===== config.mk =====
export PLATFORM = sky130hd
export DESIGN_NAME = dma_regfile
export DESIGN_NICKNAME = d
export VERILOG_FILES = /design/src/rtl/dmareg_pkg.sv /design/src/rtl/dmareg_dec.sv /design/src/rtl/dmareg_chan.sv /design/src/rtl/dmareg_rdmux.sv /design/src/rtl/dma_regfile.sv
export SDC_FILE = /design/constraint.sdc
export NUM_CORES = 1
export LEC_CHECK = 0
export BUFFER_PORTS_ARGS = -buffer_cell sky130_fd_sc_hd__buf_4
export CAP_MARGIN = 5
export CORE_MARGIN = 2
export CORE_UTILIZATION = 60
export CTS_BUF_LIST = sky130_fd_sc_hd__clkbuf_8
export CTS_CLUSTER_DIAMETER = 30
export DETAILED_ROUTE_END_ITERATION = 10
export PLACE_DENSITY = 0.86
export SLEW_MARGIN = 20
export SYNTH_ARGS = -nofsm -noshare
export SYNTH_HDL_FRONTEND = slang
export SYNTH_SLANG_ARGS = --single-unit

===== constraint.sdc =====
create_clock -name clk -period 4.9 [get_ports clk]
set_input_delay 1.225 -clock clk [delete_from_list [all_inputs] [get_ports clk]]
set_output_delay 1.225 -clock clk [all_outputs]
set_load 0.05 [all_outputs]

===== src/rtl/dmareg_pkg.sv =====
package dmareg_pkg;
    // word slots within a channel's 16-byte group (address bits 3:2)
    localparam int REG_SRC = 0;
    localparam int REG_DST = 1;
    localparam int REG_CNT = 2;
    localparam int REG_CTL = 3;
    // control word bit positions
    localparam int CTL_EN = 0;
    localparam int CTL_TE = 1;
    localparam int CTL_IE = 2;
    // decoded offset width and operation word offset
    localparam int DEC_W = 12;
    localparam logic [DEC_W-1:0] OP_OFS = 12'h040;

    typedef enum logic {
        IRQ_IDLE = 1'b0,
        IRQ_PEND = 1'b1
    } irq_state_t;
endpackage


===== src/rtl/dmareg_dec.sv =====
module dmareg_dec
    import dmareg_pkg::*;
#(
    parameter int NUM_CH = 4,
    parameter int CH_W   = 2,
    parameter int ADDR_W = 32
) (
    input  logic [ADDR_W-1:0] bus_addr,
    output logic              is_chan,
    output logic [CH_W-1:0]   hit_ch,
    output logic [1:0]        hit_reg,
    output logic              is_op
);
    localparam int SLOT_W = DEC_W - 4;

    logic [DEC_W-1:0]  off;
    logic [SLOT_W-1:0] slot;
    logic              unused_addr_hi;

    assign off            = bus_addr[DEC_W-1:0];
    assign unused_addr_hi = ^bus_addr[ADDR_W-1:DEC_W];
    assign slot           = off[DEC_W-1:4];

    always_comb begin
        is_chan = (off[1:0] == 2'b00) && (int'(slot) < NUM_CH);
        hit_ch  = slot[CH_W-1:0];
        hit_reg = off[3:2];
        is_op   = (off == OP_OFS);
    end
endmodule


===== src/rtl/dmareg_chan.sv =====
module dmareg_chan
    import dmareg_pkg::*;
#(
    parameter int DATA_W = 32,
    parameter int CNT_W  = 24
) (
    input  logic              clk,
    input  logic              rst_n,
    input  logic [3:0]        bus_we,
    input  logic [DATA_W-1:0] bus_wdata,
    input  logic              eng_we,
    input  logic [DATA_W-1:0] eng_src,
    input  logic [DATA_W-1:0] eng_dst,
    input  logic [CNT_W-1:0]  eng_cnt,
    input  logic              eng_done,
    output logic [DATA_W-1:0] src_q,
    output logic [DATA_W-1:0] dst_q,
    output logic [CNT_W-1:0]  cnt_q,
    output logic [DATA_W-1:0] ctl_q,
    output logic              active,
    output logic              irq
);
    irq_state_t state_q, state_d;
    logic       raise, withdraw, both_new;

    // address and count registers: bus write takes priority
    always_ff @(posedge clk) begin
        if (!rst_n) begin
            src_q <= '0;
            dst_q <= '0;
            cnt_q <= '0;
        end else begin
            if (bus_we[REG_SRC])      src_q <= bus_wdata;
            else if (eng_we)          src_q <= eng_src;
            if (bus_we[REG_DST])      dst_q <= bus_wdata;
            else if (eng_we)          dst_q <= eng_dst;
            if (bus_we[REG_CNT])      cnt_q <= bus_wdata[CNT_W-1:0];
            else if (eng_we)          cnt_q <= eng_cnt;
        end
    end

    // control word: engine only sets transfer end
    always_ff @(posedge clk) begin
        if (!rst_n)                    ctl_q <= '0;
        else if (bus_we[REG_CTL])      ctl_q <= bus_wdata;
        else if (eng_we && eng_done)   ctl_q[CTL_TE] <= 1'b1;
    end

    assign active = ctl_q[CTL_EN] && !ctl_q[CTL_TE];

    always_comb begin
        both_new = bus_wdata[CTL_IE] && bus_wdata[CTL_TE];
        raise    = eng_we && eng_done && ctl_q[CTL_IE] && !bus_we[REG_CTL];
        withdraw = bus_we[REG_CTL] && !both_new;
    end

    // interrupt state register
    always_ff @(posedge clk) begin
        if (!rst_n) state_q <= IRQ_IDLE;
        else        state_q <= state_d;
    end

    // next state: RAISE and WITHDRAW transitions
    always_comb begin
        state_d = state_q;
        unique case (state_q)
            IRQ_IDLE: if (raise)    state_d = IRQ_PEND;
            IRQ_PEND: if (withdraw) state_d = IRQ_IDLE;
            default:                state_d = IRQ_IDLE;
        endcase
    end

    // outputs
    always_comb begin
        irq = (state_q == IRQ_PEND);
    end
endmodule


===== src/rtl/dmareg_rdmux.sv =====
module dmareg_rdmux
    import dmareg_pkg::*;
#(
    parameter int NUM_CH = 4,
    parameter int CH_W   = 2,
    parameter int DATA_W = 32,
    parameter int CNT_W  = 24
) (
    input  logic                           is_chan,
    input  logic [CH_W-1:0]                hit_ch,
    input  logic [1:0]                     hit_reg,
    input  logic                           is_op,
    input  logic [NUM_CH-1:0][DATA_W-1:0]  src_all,
    input  logic [NUM_CH-1:0][DATA_W-1:0]  dst_all,
    input  logic [NUM_CH-1:0][CNT_W-1:0]   cnt_all,
    input  logic [NUM_CH-1:0][DATA_W-1:0]  ctl_all,
    input  logic [DATA_W-1:0]              op_q,
    output logic [DATA_W-1:0]              rdata
);
    always_comb begin
        rdata = '0;
        if (is_chan) begin
            unique case (hit_reg)
                2'(REG_SRC): rdata = src_all[hit_ch];
                2'(REG_DST): rdata = dst_all[hit_ch];
                2'(REG_CNT): rdata = DATA_W'(cnt_all[hit_ch]);
                2'(REG_CTL): rdata = ctl_all[hit_ch];
                default:     rdata = '0;
            endcase
        end else if (is_op) begin
            rdata = op_q;
        end
    end
endmodule


===== src/rtl/dma_regfile.sv =====
module dma_regfile
    import dmareg_pkg::*;
#(
    parameter int NUM_CH = 4,
    parameter int DATA_W = 32,
    parameter int CNT_W  = 24,
    parameter int ADDR_W = 32,
    localparam int CH_W  = (NUM_CH > 1) ? $clog2(NUM_CH) : 1
) (
    input  logic              clk,
    input  logic              rst_n,
    input  logic              bus_sel,
    input  logic              bus_wr,
    input  logic [ADDR_W-1:0] bus_addr,
    input  logic [DATA_W-1:0] bus_wdata,
    output logic [DATA_W-1:0] bus_rdata,
    input  logic              eng_valid,
    input  logic [CH_W-1:0]   eng_ch,
    input  logic [DATA_W-1:0] eng_src,
    input  logic [DATA_W-1:0] eng_dst,
    input  logic [CNT_W-1:0]  eng_cnt,
    input  logic              eng_done,
    output logic [NUM_CH-1:0] ch_active,
    output logic              glob_en,
    output logic [NUM_CH-1:0] irq
);
    logic                          is_chan, is_op, bus_write;
    logic [CH_W-1:0]               hit_ch;
    logic [1:0]                    hit_reg;
    logic [DATA_W-1:0]             op_q;
    logic [NUM_CH-1:0][DATA_W-1:0] src_all, dst_all, ctl_all;
    logic [NUM_CH-1:0][CNT_W-1:0]  cnt_all;

    assign bus_write = bus_sel && bus_wr;

    dmareg_dec #(.NUM_CH(NUM_CH), .CH_W(CH_W), .ADDR_W(ADDR_W)) u_dec (
        .bus_addr (bus_addr),
        .is_chan  (is_chan),
        .hit_ch   (hit_ch),
        .hit_reg  (hit_reg),
        .is_op    (is_op)
    );

    always_ff @(posedge clk) begin
        if (!rst_n)                  op_q <= '0;
        else if (bus_write && is_op) op_q <= bus_wdata;
    end

    assign glob_en = (op_q[2:0] == 3'b001);

    for (genvar c = 0; c < NUM_CH; c++) begin : g_ch
        logic [3:0] we;
        logic       ch_hit;
        assign ch_hit = bus_write && is_chan && (hit_ch == CH_W'(c));
        for (genvar r = 0; r < 4; r++) begin : g_we
            assign we[r] = ch_hit && (hit_reg == 2'(r));
        end

        dmareg_chan #(.DATA_W(DATA_W), .CNT_W(CNT_W)) u_chan (
            .clk       (clk),
            .rst_n     (rst_n),
            .bus_we    (we),
            .bus_wdata (bus_wdata),
            .eng_we    (eng_valid && (eng_ch == CH_W'(c))),
            .eng_src   (eng_src),
            .eng_dst   (eng_dst),
            .eng_cnt   (eng_cnt),
            .eng_done  (eng_done),
            .src_q     (src_all[c]),
            .dst_q     (dst_all[c]),
            .cnt_q     (cnt_all[c]),
            .ctl_q     (ctl_all[c]),
            .active    (ch_active[c]),
            .irq       (irq[c])
        );
    end

    dmareg_rdmux #(.NUM_CH(NUM_CH), .CH_W(CH_W), .DATA_W(DATA_W), .CNT_W(CNT_W)) u_rd (
        .is_chan (is_chan),
        .hit_ch  (hit_ch),
        .hit_reg (hit_reg),
        .is_op   (is_op),
        .src_all (src_all),
        .dst_all (dst_all),
        .cnt_all (cnt_all),
        .ctl_all (ctl_all),
        .op_q    (op_q),
        .rdata   (bus_rdata)
    );
endmodule


==> After elaboration in Yosys (flattened, before gate mapping) <==
Cells that the tools add are included.
{ "totals": {"mem_count": 0, "ram_bits": 0, "regBits": 516, "input_bits": 160, "elab_cells": 175, "latch_bits": 0, "output_inout_bits": 41, "rom_bits": 0} }
{ "op_classes": {"n_div": 0, "eq_ne": 11, "addsub": 0, "shift": 0, "reduce_logical": 78, "muxes": 55, "mul": 0, "order_cmp": 2, "bitwise_logic": 4} }
{ "ops": {"columns": ["op", "count"], "rows": [
  ["$mux W32", 21],
  ["$mux W24", 9],
  ["$bmux W32 S2", 3],
  ["$pmux W32 S4", 1],
  ["$logic_and A1 B1 Y1", 49],
  ["$bmux W24 S2", 1],
  ["$reduce_bool A2 Y1", 16],
  ["$mux W1", 16],
  ["$eq A12 B7 Y1 const B", 1],
  ["$eq A2 B2 Y1 const B", 6],
  ["$logic_not A1 Y1", 9],
  ["$logic_not A2 Y1", 4],
  ["$lt A8 B3 Y1 const B", 1],
  ["$pmux W1 S2", 4],
  ["$eq A2 B1 Y1 const B", 3],
  ["$not A1 Y1", 4],
  ["$eq A3 B1 Y1 const B", 1],
  ["$lt A2 B3 Y1 const B", 1]
]} }

==> Depth between registers and ports, before layout <==
{ "depth": {"word_depth": 9, "mapped_depth": 9, "mapped_depth_nobuf": 4} }

==> Modules after synthesis <==
From an unflattened synthesis, not the netlist that was laid out.
{ "hier_totals": {"cells_unflattened": 2644, "hier_area_um2": 30156.4} }
{ "by_module_without_submodules": {"columns": ["mod", "instances", "area_per_inst_um2", "seq_area_each_um2", "cells_each"], "rows": [
  ["dmareg_chan", 4, 6103.4, 2422.3, 500],
  ["dmareg_rdmux", 1, 4220.3, 0.0, 465],
  ["dma_regfile", 1, 1451.4, 640.6, 170],
  ["dmareg_dec", 1, 71.3, 0.0, 9]
]} }

==> Worst setup path after synthesis <==
OpenSTA, ideal clock, no wires.
{ "synth_timing": {"path_type": "input to output", "start": "input bus_addr[5]", "end": "output bus_rdata[31]", "setup_slack_ns": -0.120, "n_path_buf": 4, "t_required_ns": 3.675, "arrival_time_ns": 3.795, "cell_stages": 8, "path_cell_list": "clkbuf_1 > buf_2 > buf_2 > buf_2 > mux2i_1 > a221oi_1 > nor2_1 > o21ai_0"} }
{ "synth_via": {"elab_chain_cells": 4, "word_cells_on_any_way": 12, "cone_classes": "order compare: 1; eq/ne: 1; mux: 9; reduce/logical: 1"} }
{ "synth_lines": {"columns": ["item", "line", "text"], "rows": [
  ["from (decl)", "dma_regfile.sv:14", "input logic [ADDR_W-1:0] bus_addr,"],
  ["parallel branches: the longest is 3 deep, another holds $lt A8 B3 Y1", null, null],
  ["$mux W32 (*)", "dmareg_rdmux.sv:22", "if (is_chan) begin"],
  ["to (decl)", "dma_regfile.sv:16", "output logic [DATA_W-1:0] bus_rdata,"]
]} }
Every way passes the cells marked *. The select of a mux whose other input is x is not followed.

==> Worst setup path after layout <==
{ "layout_timing": {"start": "input bus_addr[9]", "end": "output bus_rdata[4]"} }
{ "layout_via": {"elab_chain_cells": 3, "word_cells_on_any_way": 5, "cone_classes": "order compare: 1; eq/ne: 1; mux: 2; reduce/logical: 1"} }
{ "layout_lines": {"columns": ["item", "line"], "rows": [
  ["$lt A8 B3 Y1 or $eq A12 B7 Y1 (tied branches)", "dmareg_dec.sv:25, dmareg_dec.sv:28"],
  ["$logic_and A1 B1 Y1 or $mux W32 (tied branches)", "dmareg_dec.sv:25, dmareg_rdmux.sv:30"],
  ["$mux W32 (*)", "dmareg_rdmux.sv:22"]
]} }
Mark *: on every way between the ends. The rest lies on a longest branch, timed or not.

==> flow_metrics.env <==
export IMPL_status="complete, no violations"
export IMPL_htree_levels=3
export IMPL_seqCellArea_um2=10300
export IMPL_synth_top_flop_cell="dfxtp_1"
export IMPL_reg2reg_setup_slack_ns=3.94
export IMPL_die_w_um=218
export IMPL_multiInputGateArea_um2=15800
export IMPL_hold_viol_final=0
export IMPL_period_minus_slack_ns=4.52
export IMPL_synth_seq_cells=516
export IMPL_worstHoldPathCells=2
export IMPL_ios=201
export IMPL_setup_viol=0
export IMPL_cts_buffers=107
export IMPL_relSlewSlack=0.311
export IMPL_hp_start="g_ch[0].u_chan.ctl_q[12]$_SDFFE_PN0N_"
export IMPL_mappedNetlistNets=2842
export IMPL_netlist_area_um2=27400
export IMPL_slowest_stage="or4_4"
export IMPL_wl_mm=94.9
export IMPL_gr_total_overflow=0
export IMPL_core_rowCount=78
export IMPL_cts_tree="yes"
export IMPL_crit_family="simple AND/OR/NAND/NOR gates"
export IMPL_clk_pin_slew_worst_paths_ns=0.06
export IMPL_numPortBuffers=180
export IMPL_skew_ns=0.0445
export IMPL_cp_end_kind="output port"
export IMPL_dp_cells=3254
export IMPL_slew_violations=0
export IMPL_synthDistinctLibCells=47
export IMPL_hpwlAfterDp_mm=55.4
export IMPL_fillers=3046
export IMPL_post_cts_resized=0
export IMPL_max_freq_ghz=0.221
export IMPL_cellPowerDensity_nw_per_um2=338
export IMPL_power_leakage_nw=14.7
export IMPL_ctsLongestPathBuffers=3
export IMPL_crit_chain="buf_4 -> or4_4 -> or3_1 -> buf_4 -> o31ai_2 -> buf_4"
export IMPL_timing_critical_path_mode_cell="buf_4"
export IMPL_final_area_um2=31800
export IMPL_cts_sinks=516
export IMPL_drc=0
export IMPL_finish_utilization=0.703
export IMPL_grt_pass1_vias=25024
export IMPL_dieArea_um2=47400
export IMPL_layout_common_cells="dfxtp_1 (516), mux2i_1 (490), nand2_1 (320)"
export IMPL_clk_latency_ns=0.74
export IMPL_min_to="g_ch[0].u_chan.ctl_q[12]$_SDFFE_PN0N_"
export IMPL_synth_avg_cell_area_um2=10.2
export IMPL_crit_fanout=6
export IMPL_worstSetupPathType="primary input to output port"
export IMPL_rr_worst_depth=3
export IMPL_peakVddDrop_mv=0.277
export IMPL_viasPerCell=7.08
export IMPL_ctsHoldBuffers=0
export IMPL_post_cts_setup_buffers=0
export IMPL_cp_required_ns=3.67
export IMPL_placed_area_um2=29200
export IMPL_die_height_um=218
export IMPL_synth_edf_count=0
export IMPL_wire_per_inst_um=27.5
export IMPL_r2r_end="g_ch[1].u_chan.cnt_q[19]$_SDFFE_PN0P_"
export IMPL_antenna_found_initial=1
export IMPL_grt_max_degree=113
export IMPL_crit_path_start_kind="primary input"
export IMPL_p_total_mw=10.7
export IMPL_cp_num_buf_inv=3
export IMPL_drt_iter0_markers=3647
export IMPL_clk_root_buffer_cell="clkbuf_8"
export IMPL_timing_rr_start="g_ch[1].u_chan.cnt_q[19]$_SDFFE_PN0P_"
export IMPL_synth_warnings=0
export IMPL_grtUsageTotal=0.391
export IMPL_final_antenna_net_count=0
export IMPL_cp_arrival_ns=3.30
export IMPL_finalNetCount=2923
export IMPL_netlist_instances=2682
export IMPL_layout_commonest_cell="dfxtp_1"
export IMPL_async_reset_ff_frac=0
export IMPL_cpPeakStageDelay_ns=0.64
export IMPL_start_util=0.606
export IMPL_drtPass1Iterations=6
export IMPL_fin_crit_sh=0.923
export IMPL_hold_path_class="register to register"
export IMPL_syn2layout_area_growth_pct=16.1
export IMPL_core_area_um2=45300
export IMPL_grt_setup_unrepaired="no"
export IMPL_grt_first_pass_wirelength_mm=143
export IMPL_synth_seq_area_share=0.377
export IMPL_max_cap_violations=0
export IMPL_fin_setup_tns_ns=0
export IMPL_vias=24450
export IMPL_routabilityCongestion=0.855
export IMPL_worstMarginPinSlew_ns=1.03
export IMPL_layout_drive_gt1_share=0.276
export IMPL_fin_cells=3454
[worst reg2reg max path, delay by kind of cell (launching register included)]
kind,cells,cell delay (ns)
compound gates,2,0.40
mux,1,0.14
flops,1,0.31
[synth_stat cells, drive strengths merged (5+ instances only)]
library cell	count	area (um^2)
dfxtp	516	10300
mux2i	490	4900
nand2	320	1200
o21ai	263	1320
clkbuf	222	833
mux2	206	2320
o211a	176	1760
mux4	87	1960
buf	85	578
nand4	66	413
a21boi	62	465
o22ai	30	188
a22o	17	149
a32o	16	160
nand3	16	80.1
o22a	15	131
nor2b	12	75.1
nor2	8	30.0
o31ai	8	60.1
a21oi	7	35.0
a32oi	7	61.3
or2	7	43.8
a211oi	5	37.5
and3	5	31.3
or3	5	31.3
[kinds of logic after synthesis]
logic type	Yosys count	synth area share
compound gates	613	0.161
buf+inv	310	0.0519
simple gates	460	0.0752
flops	516	0.377
mux	783	0.335
[through the flow]
| stage | hold slack [ns] | worst slack, ns |
|---|---|---|
| after global placement | 0.441 | 0.436 |
| after global routing | 0.477 | 0.330 |
| after CTS | 0.461 | 0.429 |
| after detailed placement | 0.448 | 0.436 |
| final | 0.462 | 0.375 |
| after floorplan | 0.434 | 0.256 |
[state kept, by name (all words and copies together) (netlist names)]
register           cells
g_ch.u_chan.irq        4
op_q                  32
g_ch.u_chan.cnt_q     96
g_ch.u_chan.dst_q    128
g_ch.u_chan.ctl_q    128
g_ch.u_chan.src_q    128
[where the power goes]
part           internal, mW  total [mW]  switching, mW
Clock                  3.26        5.36           2.10
Sequential             4.30        4.35         0.0504
Combinational         0.443        1.04          0.593
[per-layer routing]
metal  vias up  global-route usage  part of all wire
li1      10147                   -                 -
met1     11752               0.478              0.35
met2      2025               0.606              0.44
met3       524               0.108              0.14
met4         2               0.256             0.069
met5         -                   0           0.00078
[worst max path at each step]
stage                         end  depth (start not counted)   startpoint
global route         bus_rdata[4]                          6  bus_addr[9]
finish               bus_rdata[4]                          6  bus_addr[9]
detailed placement   bus_rdata[4]                          6  bus_addr[9]
global placement     bus_rdata[4]                          6  bus_addr[9]
floorplan           bus_rdata[31]                          8  bus_addr[5]
CTS                  bus_rdata[4]                          6  bus_addr[9]
[area by class of cell]
type                            instances  area share
Tap cell                              600      0.0236
Antenna cell                            1   0.0000786
Sequential cell                       516       0.325
Clock buffer                          135      0.0584
Timing Repair Buffer                  279      0.0734
Multi-Input combinational cell       1856       0.496
Inverter                                3    0.000354
Clock inverter                         64      0.0232
Note: power is estimated with default switching activity, not from simulation.
